===== config.mk =====
export PLATFORM = sky130hd
export DESIGN_NAME = uart_spi_master
export DESIGN_NICKNAME = d
export VERILOG_FILES = /design/src/rtl/spi_port_pkg.sv /design/src/rtl/spi_bit_timer.sv /design/src/rtl/spi_shift_core.sv /design/src/rtl/spi_status.sv /design/src/rtl/uart_spi_master.sv
export SDC_FILE = /design/constraint.sdc
export NUM_CORES = 1
export LEC_CHECK = 0
export BUFFER_PORTS_ARGS = -buffer_cell sky130_fd_sc_hd__buf_4
export CELL_PAD_IN_SITES_DETAIL_PLACEMENT = 1
export CELL_PAD_IN_SITES_GLOBAL_PLACEMENT = 2
export CORE_ASPECT_RATIO = 1.5
export CORE_MARGIN = 8
export CORE_UTILIZATION = 25
export DETAILED_ROUTE_END_ITERATION = 16
export PLACE_DENSITY = 0.58
export SLEW_MARGIN = 20
export SYNTH_ARGS = -nofsm -noshare
export SYNTH_HDL_FRONTEND = slang
export SYNTH_SLANG_ARGS = --single-unit

===== constraint.sdc =====
create_clock -name clk_i -period 2.72 [get_ports clk_i]
set_clock_uncertainty 0.2 [all_clocks]
set_input_delay 0.136 -clock clk_i [delete_from_list [all_inputs] [get_ports clk_i]]
set_output_delay 0.136 -clock clk_i [all_outputs]
set_load 0.05 [all_outputs]

===== src/rtl/spi_port_pkg.sv =====
package spi_port_pkg;
  typedef enum logic [2:0] {
    PM_UART8     = 3'd0,
    PM_UART9_A   = 3'd1,
    PM_UART9_B   = 3'd2,
    PM_UART9_VAR = 3'd3,
    PM_SPI_MST   = 3'd4,
    PM_RSV5      = 3'd5,
    PM_RSV6      = 3'd6,
    PM_RSV7      = 3'd7
  } port_mode_e;

  function automatic logic mode_is_spi(input logic [2:0] m);
    return port_mode_e'(m) == PM_SPI_MST;
  endfunction
endpackage


===== src/rtl/spi_bit_timer.sv =====
module spi_bit_timer #(
  parameter int FAST_DIV = 4,
  parameter int SLOW_DIV = 12
) (
  input  logic clk_i,
  input  logic rst_ni,
  input  logic start_i,
  input  logic run_i,
  input  logic fast_i,
  output logic tick_o
);
  localparam int FAST_HALF = FAST_DIV / 2;
  localparam int SLOW_HALF = SLOW_DIV / 2;
  localparam int MAX_HALF  = (FAST_HALF > SLOW_HALF) ? FAST_HALF : SLOW_HALF;
  localparam int CW        = $clog2(MAX_HALF + 1);

  logic [CW-1:0] cnt_q;
  logic [CW-1:0] limit;
  logic          fast_q;

  // speed is latched at start so a mid-byte change cannot stretch a half-period
  assign limit  = fast_q ? CW'(FAST_HALF - 1) : CW'(SLOW_HALF - 1);
  assign tick_o = run_i && (cnt_q == limit);

  always_ff @(posedge clk_i or negedge rst_ni) begin
    if (!rst_ni) begin
      cnt_q  <= '0;
      fast_q <= 1'b0;
    end else if (start_i) begin
      cnt_q  <= '0;
      fast_q <= fast_i;
    end else if (!run_i || tick_o) begin
      cnt_q  <= '0;
    end else begin
      cnt_q  <= cnt_q + CW'(1);
    end
  end

  // a half-period is never shorter than two clocks at the default divisors
  a_r3_no_back_to_back_tick: assert property (@(posedge clk_i) disable iff (!rst_ni)
    (tick_o && FAST_HALF >= 2 && SLOW_HALF >= 2) |=> !tick_o);
endmodule


===== src/rtl/spi_shift_core.sv =====
module spi_shift_core #(
  parameter int W = 8
) (
  input  logic         clk_i,
  input  logic         rst_ni,
  input  logic         start_i,
  input  logic         abort_i,
  input  logic         tick_i,
  input  logic [W-1:0] data_i,
  input  logic         lsb_i,
  input  logic         cpha_i,
  input  logic         idle_i,
  input  logic         miso_i,
  output logic         busy_o,
  output logic         sclk_o,
  output logic         mosi_o,
  output logic         last_o,
  output logic [W-1:0] rx_o
);
  localparam int EDGES = 2 * W;
  localparam int EW    = $clog2(EDGES);

  logic          busy_q, sclk_q, cpha_q, lsb_q, idle_q;
  logic [W-1:0]  tx_q, rx_q;
  logic [EW-1:0] ecnt_q;
  logic [W-1:0]  data_rev, data_ord, rx_fin, rx_rev;
  logic          leading;

  for (genvar gi = 0; gi < W; gi++) begin : g_rev
    assign data_rev[gi] = data_i[W-1-gi];
    assign rx_rev[gi]   = rx_fin[W-1-gi];
  end

  // shifter always runs MSB-out; LSB-first is handled by reversing at load and unload
  assign data_ord = lsb_i ? data_rev : data_i;
  assign leading  = ~ecnt_q[0];
  assign last_o   = busy_q && tick_i && (ecnt_q == EW'(EDGES - 1));
  // with cpha=1 the final sample lands in the same cycle as completion
  assign rx_fin   = cpha_q ? {rx_q[W-2:0], miso_i} : rx_q;
  assign rx_o     = lsb_q ? rx_rev : rx_fin;
  assign busy_o   = busy_q;
  assign sclk_o   = sclk_q;
  assign mosi_o   = tx_q[W-1];

  always_ff @(posedge clk_i or negedge rst_ni) begin
    if (!rst_ni) begin
      busy_q <= 1'b0;
      sclk_q <= 1'b0;
      cpha_q <= 1'b0;
      lsb_q  <= 1'b0;
      idle_q <= 1'b0;
      tx_q   <= '0;
      rx_q   <= '0;
      ecnt_q <= '0;
    end else if (abort_i) begin
      busy_q <= 1'b0;
      sclk_q <= idle_i;
    end else if (start_i) begin
      busy_q <= 1'b1;
      sclk_q <= idle_i;
      idle_q <= idle_i;
      cpha_q <= cpha_i;
      lsb_q  <= lsb_i;
      tx_q   <= data_ord;
      ecnt_q <= '0;
    end else if (busy_q && tick_i) begin
      sclk_q <= ~sclk_q;
      ecnt_q <= ecnt_q + EW'(1);
      if (leading) begin
        if (!cpha_q)            rx_q <= {rx_q[W-2:0], miso_i};
        else if (ecnt_q != '0)  tx_q <= {tx_q[W-2:0], 1'b0};
      end else begin
        if (!cpha_q)            tx_q <= {tx_q[W-2:0], 1'b0};
        else                    rx_q <= {rx_q[W-2:0], miso_i};
      end
      if (last_o) busy_q <= 1'b0;
    end else if (!busy_q) begin
      sclk_q <= idle_i;
    end
  end

  // clock only moves on a divider tick inside a transfer
  a_r4_sclk_holds_between_ticks: assert property (@(posedge clk_i) disable iff (!rst_ni)
    (busy_q && !tick_i && !abort_i) |=> $stable(sclk_q));
  // after the last toggle the pin is back at the level it started from
  a_r4_ends_at_idle: assert property (@(posedge clk_i) disable iff (!rst_ni)
    last_o |=> (!busy_q && sclk_q == idle_q));
  // with phase 0, MOSI never moves on a leading toggle
  a_r6_mosi_still_on_leading: assert property (@(posedge clk_i) disable iff (!rst_ni)
    (busy_q && tick_i && leading && !cpha_q && !abort_i) |=> $stable(mosi_o));
endmodule


===== src/rtl/spi_status.sv =====
module spi_status #(
  parameter int W = 8
) (
  input  logic         clk_i,
  input  logic         rst_ni,
  input  logic         last_i,
  input  logic [W-1:0] rx_i,
  input  logic         coll_i,
  input  logic         clr_done_i,
  input  logic         clr_wcol_i,
  output logic         done_o,
  output logic         wcol_o,
  output logic [W-1:0] rdata_o
);
  always_ff @(posedge clk_i or negedge rst_ni) begin
    if (!rst_ni) begin
      done_o  <= 1'b0;
      wcol_o  <= 1'b0;
      rdata_o <= '0;
    end else begin
      if (last_i) begin
        done_o  <= 1'b1;
        rdata_o <= rx_i;
      end else if (clr_done_i) begin
        done_o  <= 1'b0;
      end
      if (coll_i)          wcol_o <= 1'b1;
      else if (clr_wcol_i) wcol_o <= 1'b0;
    end
  end

  a_r8_done_on_last: assert property (@(posedge clk_i) disable iff (!rst_ni)
    last_i |=> done_o);
  a_r8_clear_done: assert property (@(posedge clk_i) disable iff (!rst_ni)
    (clr_done_i && !last_i) |=> !done_o);
  a_r9_collision_flag: assert property (@(posedge clk_i) disable iff (!rst_ni)
    coll_i |=> wcol_o);
endmodule


===== src/rtl/uart_spi_master.sv =====
module uart_spi_master #(
  parameter int W        = 8,
  parameter int FAST_DIV = 4,
  parameter int SLOW_DIV = 12
) (
  input  logic         clk_i,
  input  logic         rst_ni,
  input  logic [2:0]   mode_i,
  input  logic         fast_i,
  input  logic         lsb_first_i,
  input  logic         cpha_i,
  input  logic         idle_lvl_i,
  input  logic         wr_i,
  input  logic [W-1:0] wdata_i,
  input  logic         clr_done_i,
  input  logic         clr_wcol_i,
  input  logic         miso_i,
  output logic         txd_o,
  output logic         rxd_o,
  output logic         busy_o,
  output logic         done_o,
  output logic         wcol_o,
  output logic [W-1:0] rdata_o
);
  import spi_port_pkg::*;

  logic spi_sel, start, abort, coll, tick, last, sclk, mosi, busy;
  logic [W-1:0] rx_word;

  assign spi_sel = mode_is_spi(mode_i);
  assign start   = spi_sel && wr_i && !busy;
  assign coll    = spi_sel && wr_i && busy;
  assign abort   = busy && !spi_sel;

  spi_bit_timer #(.FAST_DIV(FAST_DIV), .SLOW_DIV(SLOW_DIV)) u_timer (
    .clk_i   (clk_i),
    .rst_ni  (rst_ni),
    .start_i (start),
    .run_i   (busy),
    .fast_i  (fast_i),
    .tick_o  (tick)
  );

  spi_shift_core #(.W(W)) u_core (
    .clk_i   (clk_i),
    .rst_ni  (rst_ni),
    .start_i (start),
    .abort_i (abort),
    .tick_i  (tick),
    .data_i  (wdata_i),
    .lsb_i   (lsb_first_i),
    .cpha_i  (cpha_i),
    .idle_i  (idle_lvl_i),
    .miso_i  (miso_i),
    .busy_o  (busy),
    .sclk_o  (sclk),
    .mosi_o  (mosi),
    .last_o  (last),
    .rx_o    (rx_word)
  );

  spi_status #(.W(W)) u_status (
    .clk_i      (clk_i),
    .rst_ni     (rst_ni),
    .last_i     (last),
    .rx_i       (rx_word),
    .coll_i     (coll),
    .clr_done_i (clr_done_i),
    .clr_wcol_i (clr_wcol_i),
    .done_o     (done_o),
    .wcol_o     (wcol_o),
    .rdata_o    (rdata_o)
  );

  // UART functions own the pins in other modes; here they rest high
  assign txd_o  = spi_sel ? sclk : 1'b1;
  assign rxd_o  = spi_sel ? mosi : 1'b1;
  assign busy_o = busy;

  a_r2_idle_outside_spi: assert property (@(posedge clk_i) disable iff (!rst_ni)
    !spi_sel |=> !busy);
  a_r2_pins_high_outside_spi: assert property (@(posedge clk_i) disable iff (!rst_ni)
    !spi_sel |-> (txd_o && rxd_o));
  a_r9_write_while_busy_keeps_busy: assert property (@(posedge clk_i) disable iff (!rst_ni)
    (coll && !last) |=> busy);
endmodule


# --- After elaboration in Yosys (flattened, before gate mapping) ---
# Cells that the tools add are included.
# W data, S select, Z words.
word_totals:
  reg_bits: 38
  output_inout_bits: 13
  input_bits: 21
op_classes:
  addsub: 2
  n_reduce_logical: 23
  bitwise_logic: 3
  n_mux: 30
  n_eq_ne: 6
ops:
  columns: ["cell", "n"]
  rows:
  - ["$mux W8", 11]
  - ["$mux W1", 14]
  - ["$reduce_bool A3 Y1", 4]
  - ["$mux W3", 3]
  - ["$mux W4", 2]
  - ["$logic_and A1 B1 Y1", 7]
  - ["$reduce_and A2 Y1", 3]
  - ["$reduce_bool A2 Y1", 3]
  - ["$reduce_and A5 Y1", 1]
  - ["$add A4 B1 Y4 const B", 1]
  - ["$eq A4 B4 Y1 const B", 1]
  - ["$ne A4 B4 Y1 const B", 1]
  - ["$reduce_and A4 Y1", 1]
  - ["$reduce_bool A4 Y1", 1]
  - ["$add A3 B1 Y3 const B", 1]
  - ["$eq A3 B3 Y1", 1]
  - ["$eq A3 B3 Y1 const B", 1]
  - ["$ne A3 B3 Y1 const B", 1]
  - ["$not A1 Y1", 3]
  - ["$logic_not A1 Y1", 2]
  - ["$ne A2 B2 Y1 const B", 1]
  - ["$logic_or A1 B1 Y1", 1]

# --- Longest topological paths before layout ---
# Gate-level depths: netlist (run 1).
depth:
  ltp_word: 9
  depth_mapped: 7
  depth_no_buf: 6

# --- Modules after synthesis ---
# Synthesis (run 1) repeated with hierarchy kept, for this count alone.
hier_totals:
  cells_unflattened: 168
  area_unflattened_um2: 2072.0
by_module_without_submodules:
  columns: ["module", "cells_each", "instances", "seq_area_each_um2", "area_each_um2"]
  rows:
  - ["spi_shift_core", 122, 1, 600.6, 1408.9]
  - ["spi_status", 23, 1, 250.2, 405.4]
  - ["spi_bit_timer", 16, 1, 100.1, 201.4]
  - ["uart_spi_master", 7, 1, 0.0, 56.3]

# --- Least setup slack after synthesis (run 1) ---
# OpenSTA, ideal clock, no wires.
synth_path:
  kind: "reg-to-reg"
  startpoint: "register u_core.busy_q (netlist: u_core.busy_o)"
  endpoint: "register u_core.ecnt_q[3]"
  setup_slack_ns: 0.627
  path_buffers: 0
  stages_incl_launch_ff: 5
  synth_period_minus_slack_ns: 2.093
  setup_time_ns: 0.066
  t_arrival_ns: 1.827
  cell_sequence: "dfrtp_1 > nand4bb_2 > or3_4 > or4_1 > nand2_1"
synth_between:
  elab_chain_cells: 4
  elab_cells_between_ends: 9
  cone_classes: "1 x mux; 1 x bitwise; 7 x reduce/logical"
synth_lines:
  columns: ["element", "line_no", "text"]
  rows:
  - ["from (decl)", "spi_shift_core.sv:23", "logic busy_q, sclk_q, cpha_q, lsb_q, idle_q;"]
  - ["from (signal assigned)", "spi_shift_core.sv:47", "busy_q <= 1'b0;"]
  - ["from (signal assigned)", "spi_shift_core.sv:56", "busy_q <= 1'b0;"]
  - ["from (signal assigned)", "spi_shift_core.sv:59", "busy_q <= 1'b1;"]
  - ["$logic_not A1 Y1 / $logic_and A1 B1 Y1 (equally long branches)", null, null]
  - ["$logic_and A1 B1 Y1, on equally long branches", "uart_spi_master.sv:31, spi_shift_core.sv:66", null]
  - ["$reduce_bool A2 Y1 (no source line)", null, null]
  - ["$reduce_and A2 Y1 (no source line)", null, null]
  - ["to (signal assigned)", "spi_shift_core.sv:68", "ecnt_q <= ecnt_q + EW'(1);"]
  - ["to (decl)", "spi_shift_core.sv:25", "logic [EW-1:0] ecnt_q;"]
# Several ways; a longest one is shown, not always the timed one.
# A chain may end at the register's enable or synchronous reset.

# --- Final worst setup path (run 1) ---
layout_path:
  startpoint: "register u_core.ecnt_q[0]"
  endpoint: "register u_core.tx_q[4]"
layout_between:
  elab_chain_cells: 3
  elab_cells_between_ends: 8
  cone_classes: "1 x eq/ne; 3 x mux; 4 x reduce/logical"
layout_lines:
  columns: ["element", "line_no", "text"]
  rows:
  - ["$reduce_bool A4 Y1 / $mux W8 (equally long branches)", "spi_shift_core.sv:71, spi_shift_core.sv:69", null]
  - ["$reduce_bool A3 Y1 (no source line) / $mux W8 (equally long branches)", null, null]
  - ["$reduce_and A5 Y1 (no source line) / $mux W8 (equally long branches)", null, null]
  - ["to (signal assigned)", "spi_shift_core.sv:64", "tx_q <= data_ord;"]
  - ["to (signal assigned)", "spi_shift_core.sv:71", "else if (ecnt_q != '0) tx_q <= {tx_q[W-2:0], 1'b0};"]
  - ["to (signal assigned)", "spi_shift_core.sv:73", "if (!cpha_q) tx_q <= {tx_q[W-2:0], 1'b0};"]
  - ["to (decl)", "spi_shift_core.sv:24", "logic [W-1:0] tx_q, rx_q;"]
# Several ways; a longest one is shown, not always the timed one. The select of a mux whose other input is x is not followed.

==> results of run 1 <==
## per-stage QoR
stage	power [W]	util [%]	cell area, µm²	hold slack [ns]
floorplan	0.0007348	-	1914	-0.3596
global placement	0.0007922	30.29	2276	-0.06379
detailed placement	0.0008000	30.29	2276	-0.05325
CTS	0.001397	33.45	2514	0.001889
global route	0.001443	33.45	2514	0.02633
finish	0.001374	33.45	2514	0.002891
## path summary, 6_finish.rpt
check,from,endpoint,slack (ns),cells after the start
max,u_core.ecnt_q[0],u_core.tx_q[4],0.51,6
min,mode_i[0],u_core.busy_o,0.003,4
max reg2reg,u_core.ecnt_q[0],u_core.tx_q[4],0.51,6
min reg2reg,u_timer.cnt_q[0],u_timer.cnt_q[0],0.27,1
max in group asynchronous,rst_ni,u_core.ecnt_q[0],1.80,2
min in group asynchronous,rst_ni,u_status.rdata_o[4],0.16,2
## worst reg2reg max path, delay by kind of cell, from the launching register on
family                     cells  cell delay [ns]
AOI/OAI and AO/OA              2             0.78
adders and majority gates      1             0.13
buffers and inverters          1             0.09
DFF                            1             0.46
and+or+nand+nor                2             0.50
## final cells by class
class                      count  area [µm²]  area share (%)
tap                          102       127.6           5.077
clock inverter                 1       5.005          0.1991
clock buffer                   7       142.6           5.674
multi-input combinational    109       915.9           36.44
sequential                    38       950.9           37.83
timing repair buffer          43       345.3           13.74
inverter                       7       26.28           1.045
## logic make-up after synthesis
logic type / after synthesis / share of synthesized area, %
AOI/OAI and AO/OA: 19 / 7.320
buffers and inverters: 12 / 2.484
DFF: 38 / 49.67
muxes: 32 / 21.70
and+or+nand+nor: 49 / 13.92
adders and majority gates: 4 / 2.614
xor gates and xnor gates: 5 / 2.287
## Yosys cell counts (2+ instances only)
library cell | count | area share [%]
mux2i_1 | 10 | 5.2
clkbuf_1 | 2 | 0.39
nand2b_1 | 5 | 1.6
nor3b_2 | 2 | 1.3
a221o_1 | 7 | 3.7
nor3_2 | 2 | 1.0
o21ai_0 | 5 | 1.3
mux4_2 | 6 | 7.1
xnor2_1 | 4 | 1.8
inv_1 | 7 | 1.4
dfrtp_1 | 38 | 50
nand2_1 | 19 | 3.7
a21oi_1 | 2 | 0.52
o211ai_1 | 3 | 1.2
buf_2 | 2 | 0.52
nor2_1 | 12 | 2.4
o22ai_1 | 2 | 0.65
nand3_1 | 2 | 0.52
ha_1 | 4 | 2.6
mux2_2 | 16 | 9.4
## power by group
part / internal (W) / switching [W]
Combinational: 0.0000857 / 0.0000623
Clock: 0.000363 / 0.000216
Sequential: 0.000600 / 0.0000475
Total: 0.00105 / 0.000326
## state kept, by name, indices dropped and copies added (netlist names)
register	cells
u_core.rx_q	8
u_status.rdata_o	8
u_status.done_o	1
u_timer.cnt_q	3
u_status.wcol_o	1
u_core.busy_o	1
u_timer.fast_q	1
u_core.lsb_q	1
u_core.ecnt_q	4
u_core.cpha_q	1
u_core.sclk_o	1
u_core.tx_q	8
## routing by layer
layer  GRT usage, %  part of all wire, %  up-vias
li1               -                    -      664
met1          9.558                   38      704
met2          17.51                   56       27
met3          2.794                  5.1        4
met4          2.919                  1.1        0
met5              0                    0        -
## placed cells by master (no fill, tap or decap), types with 3 or more instances in the layout
master	count
a221o_1	7
buf_4	34
clkbuf_16	5
dfrtp_1	38
dlygate4sd3_1	9
ha_1	4
inv_1	7
mux2_2	16
mux2i_1	10
mux4_2	6
nand2_1	19
nand2b_1	5
nor2_1	12
o211ai_1	3
o21ai_0	5
xnor2_1	4
==> results.py, run 1 <==
metrics = {
    "run_status": {
        "run_status": "finished, final reports clean",
    },
    "clocking": {
        "cts.path.max_buffers": 2,
        "clock_latency_on_the_worst_skew_pair_ns": 0.27,
        "cts_tree": "built",
        "post_cts.repair.setup_buffers": 0,
        "tritoncts_num_sinks": 38,
        "postCtsHoldBufs": 9,
        "tritoncts.num_buffers": 5,
        "cts-resized-gates": 0,
        "ctsHtreeMaxLevel": 2,
        "root_buffer": "clkbuf_16",
        "clk_slew_on_worst_s_h_paths_ns": 0.06,
    },
    "placement": {
        "dpl_wire_length_mm": 3.508,
        "dp.cells": 290,
        "routabilityCongestion": 0.7999,
        "port-buffer-count": 33,
        "pre_cts_ws_ns": 0.5159,
    },
    "logic_synthesis": {
        "synth_edf_count": 0,
        "syn-instance-count": 159,
        "async_sr_flop_fraction_pct": 100.0,
        "post_synth.cell_area_avg_um2": 12.04,
        "syn-num-nets": 184,
        "yosysWarnings": 0,
        "ys_seq_elements": 38,
        "synth_area_um2": 1914,
        "ys_dominant_reg_cell": "dfrtp_1",
        "synth.yosys.seq_area_share_pct": 49.67,
        "post_synth_cell_types": 29,
    },
    "setup_path": {
        "worst-path-buf-inv": 1,
        "cpPeakStageDelay_ns": 0.51,
        "timing.critical_path.cells": "inv_1 > ha_1 > nor4b_1 > nor2_1 > a21oi_1 > a221o_1",
        "timing.critical_path.to_type": "register",
        "setup.worst_path.start_class": "register",
        "crit_arrival_ns": 2.22,
        "cp.required_ns": 2.73,
        "worst_path_slowest_cell": "a21oi_1",
        "critPathMaxFanout": 7,
        "critical_path.top_delay_family": "compound AO/OA/AOI/OAI gates",
        "criticalPathCategory": "register to register",
    },
    "layout": {
        "insertedDiodeCount": 0,
        "final_cells": 307,
        "area_growth_pct": 31.31,
        "fillCellCount": 856,
        "final_nets": 229,
        "final_layout_size_suffix_gt1_share_pct": 33.66,
    },
    "timing": {
        "finalMaxSlewViolations": 0,
        "final.setup.tns_ns": 0,
        "timing_worst_slew_pin_value_ns": 0.6235,
        "timing.fmax_ghz": 0.4517,
        "worst_slack_ns": 0.5064,
        "finalHoldViolations": 0,
        "relSlewSlack_pct": 58.31,
        "finalWorstPathRequiredPeriod_ns": 2.214,
        "grt_setup_unrepaired": "false",
        "setup_viol": 0,
        "period_share_pct": 81.38,
    },
    "routing": {
        "first_pass_detailed_route_iteration_total": 4,
        "num_vias": 1399,
        "totalWireLength_mm": 4.546,
        "post_drt_wl_per_cell_um": 14.81,
        "route.antenna.remaining_nets": 0,
        "first_iter_violations": 37,
        "remaining_drc_errors": 0,
        "detail_route.vias_per_cell": 4.557,
    },
    "global_routing": {
        "maximum_number_of_pins_on_one_net_before_global_route_repair": 39,
        "global_route.overflow_total": 0,
        "grt_antenna_before_repair": 0,
        "grt_first_pass_wirelength_mm": 7.997,
        "grt_use_total_pct": 9.337,
        "grt_pass1_vias": 1632,
    },
    "pwr": {
        "cellLeakagePower_nw": 1.175,
        "power-per-cell-area_nw_per_um2": 546.7,
        "peakVddDrop_mv": 0.2500,
    },
    "die": {
        "num_rows": 39,
        "dieWidth_um": 87.45,
        "ports_placed_on_the_boundary": 34,
        "initial_standard_cell_utilization_of_the_core_pct": 25.47,
        "die_area_um2": 10770,
        "floorplan.die.height_um": 123.2,
        "core_area_um2": 7515,
    },
    "run": {
        "maxCapViolCount": 0,
    },
    "min_path": {
        "min_path_type": "primary input to register",
    },
}
Power figures use the tool's default switching activity.
==> run 2: changes to the inputs <==
Clock period 2.72 ns to 2.1 ns, I/O delays scaled along.
==> run 2 against run 1 <==
- the run now ends with hold timing left
- hold slack lost 0.0058 ns
- sequential power grew 28%
- global-route usage grew 0.61 points
- sequential cell count is the same
- via count grew 3.1%
- critical path depth shrank 2
- core utilization grew 2.0 points
- count of clock-buffer cells in the layout is the same
- clock power grew 28%
- fmax grew 11%
- non-clock buffer count grew 15
- critical path type unchanged
==> results.py, run 2 (synthesized netlist as in run 1, its figures left out) <==
metrics = {
    "clocking": {
        "cts_tree": "built",
        "root_buffer": "clkbuf_16",
        "ctsHtreeMaxLevel": 2,
        "cts.path.max_buffers": 2,
        "tritoncts.num_buffers": 5,
        "post_cts.repair.setup_buffers": 0,
        "tritoncts_num_sinks": 38,
        "clock_latency_on_the_worst_skew_pair_ns": 0.27,
        "clk_slew_on_worst_s_h_paths_ns": 0.06,
    },
    "layout": {
        "fillCellCount": 845,
        "mostFrequentLayoutCell": "buf_4",
        "top_regs": "u_core.rx_q x8, u_core.tx_q x8, u_status.rdata_o x8",
        "insertedDiodeCount": 0,
        "area_growth_pct": 39.35,
        "final_layout_size_suffix_gt1_share_pct": 35.45,
        "final_nets": 244,
        "final_cell_mix": "buf_4, dfrtp_1, nand2_1, dlygate4sd3_1, mux2_2",
        "total_non_filler_cell_area_in_the_finished_layout_um2": 2668,
    },
    "min_path": {
        "min_path_type": "primary input to register",
        "min_to": "u_core.tx_q[3]",
        "hold-path-cell-count": 4,
        "hp-start": "wdata_i[3]",
    },
    "setup_path": {
        "setup.worst_path.start_class": "register",
        "worst_r2r_endpoint": "u_status.rdata_o[0]",
        "crit_arrival_ns": 1.96,
        "worst-r2r-setup-slack_ns": 0.1,
        "criticalPathCategory": "register to register",
        "worst_r2r_startpoint": "u_core.ecnt_q[0]",
        "timing.critical_path.to_type": "register",
        "worst-r2r-cell-count": 4,
        "cp.required_ns": 2.06,
        "critPathMaxFanout": 10,
    },
    "routing": {
        "first_iter_violations": 57,
        "num_vias": 1442,
        "first_pass_detailed_route_iteration_total": 4,
        "route.antenna.remaining_nets": 0,
        "remaining_drc_errors": 0,
        "totalWireLength_mm": 4.748,
        "detail_route.vias_per_cell": 4.478,
        "post_drt_wl_per_cell_um": 14.75,
    },
    "placement": {
        "routabilityCongestion": 0.7610,
        "placedInstanceArea_um2": 2321,
        "pre_cts_ws_ns": -0.1670,
        "port-buffer-count": 33,
        "dpl_wire_length_mm": 3.524,
    },
    "run_status": {
        "run_status": "finished, violations left",
        "failed_checks": "hold timing",
    },
    "pwr": {
        "peakVddDrop_mv": 0.3305,
        "power-per-cell-area_nw_per_um2": 676.9,
        "cellLeakagePower_nw": 1.257,
    },
    "global_routing": {
        "grt_antenna_before_repair": 0,
        "grt_use_total_pct": 9.947,
        "maximum_number_of_pins_on_one_net_before_global_route_repair": 39,
        "global_route.overflow_total": 0,
        "grt_first_pass_wirelength_mm": 8.342,
        "grt_pass1_vias": 1743,
    },
    "run": {
        "maxCapViolCount": 0,
    },
    "timing": {
        "setup_viol": 0,
        "fin_worst_hold_slack_ns": -0.002944,
        "finalMaxSlewViolations": 0,
        "relSlewSlack_pct": 67.27,
        "worst_slack_ns": 0.09944,
        "timing_worst_slew_pin_value_ns": 0.4909,
        "timing.fmax_ghz": 0.4999,
        "finalWorstPathRequiredPeriod_ns": 2.001,
        "period_share_pct": 95.26,
        "finalHoldViolations": 1,
    },
    "die": {
        "floorplan.die.height_um": 123.2,
        "initial_standard_cell_utilization_of_the_core_pct": 25.47,
        "die_area_um2": 10770,
        "core_area_um2": 7515,
        "ports_placed_on_the_boundary": 34,
        "dieWidth_um": 87.45,
        "num_rows": 39,
    },
}
run 2: cell types whose count changed in the layout (fill, tap and decap cells not counted):
cell,previous run,this run
nand2_2,0,1
dlygate4sd3_1,9,18
nor4b_1,1,0
nor3_4,0,1
nand2_1,19,18
buf_4,34,40
a21oi_2,0,1
nor3_2,2,1
nor4b_2,0,1
a21oi_1,2,1
run 2: through the flow:
| step | hold slack (ns) | power (W) | utilization (%) | setup TNS, ns | cells |
|---|---|---|---|---|---|
| final | -0.002944 | 0.001806 | 35.50 | 0 | 322 |
| after CTS | 0.001963 | 0.001842 | 35.41 | 0 | 322 |
| after global routing | 0.02178 | 0.001911 | 35.50 | -0.1211 | 322 |
| after detailed placement | -0.08481 | 0.001051 | 30.89 | -1.117 | 296 |
| after floorplan | -0.3906 | 0.0009517 | - | 0 | 159 |
| after global placement | -0.09328 | 0.001037 | 30.89 | 0 | 296 |
run 2: layer usage:
layer | track usage [%] | up-vias | share of wire, %
met5 | 0 | - | 0
met4 | 3.892 | 0 | 1.3
met3 | 2.528 | 5 | 3.9
met2 | 18.41 | 26 | 56
met1 | 10.37 | 718 | 39
li1 | - | 693 | -
run 2: worst max-delay path: stages, from the launching register on:
cell     delay [ns]
dfrtp_1        0.47
ha_1           0.22
nand4_1        0.09
or3_1          0.54
mux2_2         0.35
run 2: what timing repair did:
action | in CTS | in global routing
hold buffers | 18 | 0
resized for setup | 3 | 1
pin swaps | 0 | 0
hold endpoints to repair | 50 | 0
gates cloned | 0 | 0
setup endpoints to repair | 8 | 8
run 2: worst max path at each step:
stage	startpoint	end	depth (start not counted)
floorplan	u_core.busy_o	u_core.ecnt_q[3]	4
global placement	u_timer.cnt_q[1]	u_core.rx_q[5]	6
detailed placement	u_core.ecnt_q[0]	u_core.tx_q[1]	6
CTS	u_timer.cnt_q[1]	u_core.rx_q[0]	6
global route	u_timer.fast_q	u_status.rdata_o[1]	3
finish	u_core.ecnt_q[0]	u_status.rdata_o[0]	4
run 2: layout make-up:
cell class / count / area (µm²) / share of cell area [%]
tap: 102 / 127.6 / 4.784
inverter: 7 / 26.28 / 0.9850
multi-input combinational: 109 / 934.6 / 35.04
timing repair buffer: 58 / 480.5 / 18.01
sequential: 38 / 950.9 / 35.65
clock buffer: 7 / 142.6 / 5.347
clock inverter: 1 / 5.005 / 0.1876
run 2: power breakdown:
| group | switching, W | internal [W] |
|---|---|---|
| registers | 0.0000504 | 0.000777 |
| clock network | 0.000271 | 0.000470 |
| logic | 0.000101 | 0.000135 |
